--- config.mk ---
export PLATFORM = sky130hd
export DESIGN_NAME = spi_dirslave
export DESIGN_NICKNAME = d
export VERILOG_FILES = /design/src/rtl/spids_pkg.sv /design/src/rtl/spids_sync.sv /design/src/rtl/spids_shifter.sv /design/src/rtl/spi_dirslave.sv
export SDC_FILE = /design/constraint.sdc
export NUM_CORES = 1
export LEC_CHECK = 0
export ABC_AREA = 0
export BUFFER_PORTS_ARGS = -buffer_cell sky130_fd_sc_hd__buf_2
export CAP_MARGIN = 20
export CORE_ASPECT_RATIO = 0.5
export CORE_MARGIN = 4
export CORE_UTILIZATION = 38
export CTS_CLUSTER_SIZE = 30
export DETAILED_ROUTE_END_ITERATION = 7
export GPL_ROUTABILITY_DRIVEN = 0
export PLACE_DENSITY = 0.63
export SYNTH_ARGS = -nofsm -noshare
export SYNTH_HDL_FRONTEND = slang
export SYNTH_SLANG_ARGS = --single-unit
--- constraint.sdc ---
create_clock -name clk -period 3.6 [get_ports clk]
set_input_delay 0.54 -clock clk [delete_from_list [all_inputs] [get_ports clk]]
set_output_delay 0.54 -clock clk [all_outputs]
set_load 0.01 [all_outputs]
--- src/rtl/spids_pkg.sv ---
package spids_pkg;
    localparam int unsigned WORD_W = 8;

    typedef enum logic [1:0] {
        FDIR_NONE  = 2'd0,
        FDIR_WRITE = 2'd1,
        FDIR_READ  = 2'd2,
        FDIR_ODD   = 2'd3
    } fdir_e;
endpackage

--- src/rtl/spids_sync.sv ---
module spids_sync #(
    parameter int unsigned        WIDTH   = 3,
    parameter int unsigned        STAGES  = 2,
    parameter logic [WIDTH-1:0]   RST_VAL = '0
) (
    input  logic             clk,
    input  logic             rst_n,
    input  logic [WIDTH-1:0] din,
    output logic [WIDTH-1:0] dout
);
    logic [WIDTH-1:0] stage_q [STAGES];
    logic [WIDTH-1:0] stage_d [STAGES];

    generate
        for (genvar s = 0; s < STAGES; s++) begin : g_stage
            if (s == 0) begin : g_first
                always_comb stage_d[s] = din;
            end else begin : g_next
                always_comb stage_d[s] = stage_q[s-1];
            end
            always_ff @(posedge clk or negedge rst_n) begin
                if (!rst_n) stage_q[s] <= RST_VAL;
                else        stage_q[s] <= stage_d[s];
            end
        end
    endgenerate

    assign dout = stage_q[STAGES-1];
endmodule

--- src/rtl/spids_shifter.sv ---
module spids_shifter #(
    parameter int unsigned W = 8
) (
    input  logic         clk,
    input  logic         rst_n,
    input  logic         active,
    input  logic         start,
    input  logic         smp,
    input  logic         shf,
    input  logic         mosi,
    input  logic [W-1:0] next_byte,
    output logic         miso,
    output logic [W-1:0] rx_byte,
    output logic         rx_done
);
    localparam int unsigned CNT_W = (W > 2) ? $clog2(W) : 1;
    localparam logic [CNT_W-1:0] LAST = CNT_W'(W - 1);

    typedef struct packed {
        logic [W-1:0]     tx_sh;
        logic [W-1:0]     rx_sh;
        logic [CNT_W-1:0] cnt;
        logic [W-1:0]     rx_byte;
        logic             rx_done;
    } sh_t;

    sh_t s_d, s_q;

    always_comb begin
        s_d         = s_q;
        s_d.rx_done = 1'b0;
        if (!active) begin
            s_d.cnt   = '0;
            s_d.rx_sh = '0;
        end else if (start) begin
            s_d.tx_sh = next_byte;
            s_d.cnt   = '0;
            s_d.rx_sh = '0;
        end else begin
            if (smp) begin
                s_d.rx_sh = {s_q.rx_sh[W-2:0], mosi};
                if (s_q.cnt == LAST) begin
                    s_d.cnt     = '0;
                    s_d.rx_done = 1'b1;
                    s_d.rx_byte = {s_q.rx_sh[W-2:0], mosi};
                end else begin
                    s_d.cnt = s_q.cnt + 1'b1;
                end
            end
            if (shf) begin
                if (s_q.cnt == '0) s_d.tx_sh = next_byte;
                else               s_d.tx_sh = {s_q.tx_sh[W-2:0], 1'b1};
            end
        end
    end

    always_ff @(posedge clk or negedge rst_n) begin
        if (!rst_n) begin
            s_q.tx_sh   <= '1;
            s_q.rx_sh   <= '0;
            s_q.cnt     <= '0;
            s_q.rx_byte <= '0;
            s_q.rx_done <= 1'b0;
        end else begin
            s_q <= s_d;
        end
    end

    assign miso    = s_q.tx_sh[W-1];
    assign rx_byte = s_q.rx_byte;
    assign rx_done = s_q.rx_done;

    AST_DONE_AFTER_SAMPLE: assert property (@(posedge clk) disable iff (!rst_n)
        rx_done |-> $past(smp));
    AST_NO_DONE_IDLE: assert property (@(posedge clk) disable iff (!rst_n)
        !active |=> !rx_done);
    AST_CNT_RESTART: assert property (@(posedge clk) disable iff (!rst_n)
        !active |=> (s_q.cnt == '0));
endmodule

--- src/rtl/spi_dirslave.sv ---
module spi_dirslave
    import spids_pkg::*;
#(
    parameter int unsigned W        = WORD_W,
    parameter int unsigned SYNC_LEN = 2
) (
    input  logic         clk,
    input  logic         rst_n,
    input  logic         spi_sck,
    input  logic         spi_mosi,
    input  logic         spi_cs_n,
    output logic         spi_miso,
    input  logic         cfg_cpol,
    input  logic         cfg_cpha,
    input  logic         cfg_hdx,
    input  logic         tx_load,
    input  logic [W-1:0] tx_data,
    output logic [W-1:0] rx_data,
    output logic         rx_valid,
    output logic [1:0]   frame_dir,
    output logic         busy
);
    localparam logic [W-1:0] ALL_ONES = '1;

    typedef struct packed {
        logic         cpol;
        logic         cpha;
        logic         hdx;
        logic [W-1:0] txbuf;
        logic         sck_prev;
        logic         cs_prev;
        fdir_e        dir;
        logic         first;
    } ctl_t;

    ctl_t c_d, c_q;

    logic [2:0]   sync_out;
    logic         sck_s, mosi_s, cs_act;
    logic         sck_lvl, lead, trail, start, smp, shf;
    logic [W-1:0] next_byte, rx_byte;
    logic         rx_done;

    spids_sync #(.WIDTH(3), .STAGES(SYNC_LEN), .RST_VAL(3'b100)) u_sync (
        .clk  (clk),
        .rst_n(rst_n),
        .din  ({spi_cs_n, spi_mosi, spi_sck}),
        .dout (sync_out)
    );

    assign sck_s  = sync_out[0];
    assign mosi_s = sync_out[1];
    assign cs_act = ~sync_out[2];

    always_comb begin
        sck_lvl = sck_s ^ c_q.cpol;
        start   = cs_act & ~c_q.cs_prev;
        lead    = cs_act & c_q.cs_prev &  sck_lvl & ~c_q.sck_prev;
        trail   = cs_act & c_q.cs_prev & ~sck_lvl &  c_q.sck_prev;
        smp     = c_q.cpha ? trail : lead;
        shf     = c_q.cpha ? lead  : trail;
        if (c_q.hdx && (c_q.dir != FDIR_READ)) next_byte = ALL_ONES;
        else if (tx_load)                      next_byte = tx_data;
        else                                   next_byte = c_q.txbuf;
    end

    always_comb begin
        c_d          = c_q;
        c_d.sck_prev = sck_lvl;
        c_d.cs_prev  = cs_act;
        if (tx_load) c_d.txbuf = tx_data;
        if (!cs_act) begin
            c_d.cpol  = cfg_cpol;
            c_d.cpha  = cfg_cpha;
            c_d.hdx   = cfg_hdx;
            c_d.dir   = FDIR_NONE;
            c_d.first = 1'b0;
        end else if (start) begin
            c_d.dir   = FDIR_NONE;
            c_d.first = c_q.hdx;
        end else if (rx_done && c_q.first) begin
            c_d.first = 1'b0;
            if (!rx_byte[W-1])          c_d.dir = FDIR_WRITE;
            else if (rx_byte == ALL_ONES) c_d.dir = FDIR_READ;
            else                        c_d.dir = FDIR_ODD;
        end
    end

    always_ff @(posedge clk or negedge rst_n) begin
        if (!rst_n) begin
            c_q.cpol     <= 1'b0;
            c_q.cpha     <= 1'b0;
            c_q.hdx      <= 1'b0;
            c_q.txbuf    <= '1;
            c_q.sck_prev <= 1'b0;
            c_q.cs_prev  <= 1'b0;
            c_q.dir      <= FDIR_NONE;
            c_q.first    <= 1'b0;
        end else begin
            c_q <= c_d;
        end
    end

    spids_shifter #(.W(W)) u_shift (
        .clk      (clk),
        .rst_n    (rst_n),
        .active   (cs_act),
        .start    (start),
        .smp      (smp),
        .shf      (shf),
        .mosi     (mosi_s),
        .next_byte(next_byte),
        .miso     (spi_miso),
        .rx_byte  (rx_byte),
        .rx_done  (rx_done)
    );

    assign rx_data   = rx_byte;
    assign rx_valid  = rx_done;
    assign frame_dir = c_q.dir;
    assign busy      = cs_act;

    AST_CFG_HOLD_BUSY: assert property (@(posedge clk) disable iff (!rst_n)
        (busy && $past(busy)) |-> ($stable(c_q.cpol) && $stable(c_q.cpha) && $stable(c_q.hdx)));
    AST_WRITE_ONES: assert property (@(posedge clk) disable iff (!rst_n)
        (busy && c_q.cs_prev && c_q.hdx && (c_q.dir != FDIR_READ)) |-> spi_miso);
    AST_DIR_IDLE_CLEAR: assert property (@(posedge clk) disable iff (!rst_n)
        !busy |=> (frame_dir == 2'd0));
    AST_NATIVE_NO_DIR: assert property (@(posedge clk) disable iff (!rst_n)
        !c_q.hdx |-> (frame_dir == 2'd0));
endmodule

==> impl.org <==
** Timing
- The final critical path takes up 61.1% of the cycle.
- Hold is met by 0.233 ns.
- Number of max-slew violations in the final report :: 0
- The worst path in the final design needs a cycle of 2.20 ns, including I/O delays and setup.
- PnR worst setup slack :: 1.40 ns
- Setup violations, final :: 0
- Measured against its own limit, the worst slew margin works out to 61.4%.
- Across the routed clock network, the largest skew measured is 0.00604 ns.
- The number of hold violations in the final report came to 0.
- Setup total negative slack on the finished layout was measured at 0 ns.
- Max frequency :: 455 MHz
- Setup repair after global routing missed its margin :: no
- Transition time at the pin with the least slew margin :: 0.567 ns

** Setup path
- Worst reg2reg path startpoint :: c_q[3]
- Source of the critical timing path :: c_q[3]
- Critical path class :: flip-flop to flip-flop
- STA classifies the critical path startpoint as a flip-flop.
- STA puts the critical path data required time at 3.77 ns.
- The worst setup path is captured at a flip-flop.
- In this run the worst path has a maximum fanout of 21.
- Data on the critical path arrives at its endpoint at 2.36 ns.

** Finish
- Proportion of layout cells with a drive suffix above 1 :: 43.9%
- Across the whole layout, storage elements account for 1250 µm².
- Synthesis-to-layout area growth :: 14.2%
- The library cells used most frequently in the layout, excluding fill and tap cells, are 31 x sky130_fd_sc_hd__dfrtp_1, 29 x sky130_fd_sc_hd__buf_2, 23 x sky130_fd_sc_hd__nand2_1.
- Final net count :: ~220
- 0 antenna diodes ended up in the layout.
- Combined area of the multi-input logic cells :: slightly above 800 µm²
- Non-Filler Instances :: 271
- Most common cell after layout, fill and taps aside :: sky130_fd_sc_hd__dfrtp_1
- Number of filler cells placed in the layout :: about 500

** Place
- Detailed placement ended at an HPWL of 2590 µm.
- Port Buffer Count :: 29
- After detailed placement, the design holds a cell count of about 260.
- Before CTS, the worst setup slack after placement is approximately 1.4 ns.

** Die
- Starting Density :: around 40%
- Measured along the y axis, the die boundary spans between 60 and 70 µm.
- In this run the core area contains 19 standard-cell rows.
- The floorplan step defined a die boundary enclosing 7220 µm².
- The floorplan step defined a core boundary enclosing 5590 µm².
- 30 I/O pins were placed.
- Measured along the x axis, the die boundary spans 116 µm.

** Flow run
- The tool flagged a number of max-cap violations equal to 0.

** GRT
- The number of global-route vias before repair was roughly 1400.
- The number of antenna violations at the first check in global routing came to 0.
- Entering global routing, the biggest net connects 50 pins.
- The first global-routing pass estimated 6660 µm of wire.
- Global routing finished with a remaining overflow of 0.
- Global routing used 11.7% of the available tracks.

** Worst hold path
- In this run the worst hold path is classified as input port to async pin.

** Clock network
- The tree built by TritonCTS fans out to 49 sinks.
- Setup repair bufs after CTS :: 0
- Number of cells upsized or downsized after cts :: 0
- Clock insertion delay at the later pin of the skew report :: 0.29 ns
- In this run the deepest clock path goes through 2 buffers.
- Clock tree synthesis selected as its root buffer the cell sky130_fd_sc_hd__clkbuf_16.
- Clock transition at the registers of the reported paths :: 0.06 ns
- Hold Buf Count CTS :: 0
- Number of buffers created by CTS :: 5
- CTS tree :: yes
- The clock tree synthesis step divided the H-tree into 2 levels.

** Drt
- Sum of routed wire length over all layers :: around 3700 µm
- Number of DRC markers after the initial detailed-route iteration :: 53
- Via density :: ~4.7
- After detailed routing, the average wire length per cell comes to ~14 µm.
- The first detailed-routing pass ran for 4 iterations.
- Detail Route Antenna Nets :: 0
- The routed layout has around 1300 vias.
- In the routed design, unresolved DRC markers number 0.

** Yosys
- Synthesis instantiated 36 different standard cells from the library.
- Number of synthesized register bits :: 49
- After synthesis, flip-flops and latches occupy 56.1% of the total area.
- Avg Cell Area, Syn :: 12.6 µm²
- The cell count after synthesis came out at 177.
- Synthesized netlist net count :: 197
- Synth warn :: 0
- Post-synthesis instance area :: 2230 µm²

** Power
- Leakage component of the power :: 1.24 nW
- Peak supply drop :: 0.244 mV
- Power density over cell area :: 511 nW/µm²

** Outcome
- Status :: finished clean
power breakdown:
part           internal [mW]  leakage (nW)  total [mW]  switching, mW
Sequential             0.618         0.601       0.640         0.0222
Clock                  0.329        0.0800       0.527          0.199
Combinational         0.0665         0.554       0.132         0.0654
Total                   1.01          1.24        1.30          0.286
path summary, 6_finish.rpt:
| path | end | slack (ns) | cells after the start |
|---|---|---|---|
| setup / recovery | u_shift.rx_byte[5] | 1.40 | 4 |
| max in group asynchronous | u_sync.dout[2] | 2.78 | 2 |
| hold reg to reg | u_sync.dout[0] | 0.35 | 0 |
| hold / removal | u_sync.stage_d[0] | 0.23 | 1 |
| setup reg to reg | u_shift.rx_byte[5] | 1.40 | 4 |
| min in group clk | u_sync.dout[0] | 0.35 | 0 |
critical path, cell delays in order (launching register included):
cell and delay [ns]:
sky130_fd_sc_hd__dfrtp_1 0.50, sky130_fd_sc_hd__or4b_4 0.52, sky130_fd_sc_hd__mux2i_4 0.48, sky130_fd_sc_hd__nand2_4 0.21
sky130_fd_sc_hd__mux2_4 0.35
layer usage:
layer / global-route usage (%) / up-vias / part of all wire (%)
li1: - / 627 / -
met1: 14.2 / 627 / 46
met2: 19.7 / 20 / 47
met3: 2.72 / 8 / 4.2
met4: 5.21 / 0 / 2.1
met5: 0 / - / 0
per-stage QoR:
step,instance area (µm²),utilization [%],total power [mW]
finish,2540,45.5,1.30
global route,2540,45.5,1.37
CTS,2520,45.2,1.32
detailed placement,2350,42.1,0.781
global placement,2350,42.1,0.774
floorplan,2230,-,0.740
registers in the layout, indices dropped and copies added, names as in the netlist:
| signal | count |
|---|---|
| u_shift.s_q | 17 |
| c_q | 14 |
| u_shift.rx_byte | 8 |
| u_sync.dout | 3 |
| u_sync.stage_d | 3 |
| frame_dir | 2 |
| u_shift.miso | 1 |
| u_shift.rx_done | 1 |
final cells by class:
type | count | area share [%]
Multi-Input combinational cell | 100 | 32.5
Clock inverter | 3 | 1.82
Inverter | 11 | 1.62
Clock buffer | 5 | 4.92
Tap cell | 73 | 3.59
Timing Repair Buffer | 30 | 6.49
Sequential cell | 49 | 49.1
logic make-up after synthesis:
family	synth area share [%]
muxes	18.3
and+or+nand+nor	8.93
adders and majority gates	1.69
AOI/OAI and AO/OA	7.75
DFF	56.1
xor gates and xnor gates	0.393
buffers and inverters	6.85
Yosys cell counts:
library cell / count / share of area [%]
sky130_fd_sc_hd__mux2i_1: 10 / 4.5
sky130_fd_sc_hd__nor2b_1: 2 / 0.56
sky130_fd_sc_hd__and2_1: 1 / 0.28
sky130_fd_sc_hd__nor3_1: 2 / 0.45
sky130_fd_sc_hd__o21ai_1: 1 / 0.22
sky130_fd_sc_hd__nand2_4: 1 / 0.51
sky130_fd_sc_hd__clkbuf_1: 2 / 0.34
sky130_fd_sc_hd__nand3b_1: 3 / 1.0
sky130_fd_sc_hd__o31ai_1: 2 / 0.67
sky130_fd_sc_hd__or4b_4: 1 / 0.62
sky130_fd_sc_hd__buf_1: 1 / 0.17
sky130_fd_sc_hd__xnor2_1: 1 / 0.39
sky130_fd_sc_hd__buf_2: 2 / 0.45
sky130_fd_sc_hd__dfrtp_1: 31 / 35
sky130_fd_sc_hd__o22ai_1: 1 / 0.28
sky130_fd_sc_hd__o21ai_0: 8 / 1.8
sky130_fd_sc_hd__nand3_1: 1 / 0.22
sky130_fd_sc_hd__nor2_1: 1 / 0.17
sky130_fd_sc_hd__dfstp_2: 18 / 21
sky130_fd_sc_hd__mux2_2: 15 / 7.6
sky130_fd_sc_hd__nand2_1: 23 / 3.9
sky130_fd_sc_hd__ha_1: 3 / 1.7
sky130_fd_sc_hd__o21ba_2: 4 / 1.8
sky130_fd_sc_hd__nand2b_1: 1 / 0.28
sky130_fd_sc_hd__buf_4: 12 / 4.0
sky130_fd_sc_hd__mux2_1: 1 / 0.51
sky130_fd_sc_hd__clkinv_1: 1 / 0.17
sky130_fd_sc_hd__mux2i_4: 1 / 1.0
sky130_fd_sc_hd__o22ai_2: 1 / 0.56
sky130_fd_sc_hd__a21oi_1: 2 / 0.45
sky130_fd_sc_hd__inv_1: 10 / 1.7
sky130_fd_sc_hd__nand4b_1: 1 / 0.39
sky130_fd_sc_hd__nand4_1: 2 / 0.56
sky130_fd_sc_hd__mux2_4: 7 / 4.7
sky130_fd_sc_hd__a31oi_4: 1 / 0.96
sky130_fd_sc_hd__o21bai_1: 3 / 1.0
(Power assumes the default switching activity.)
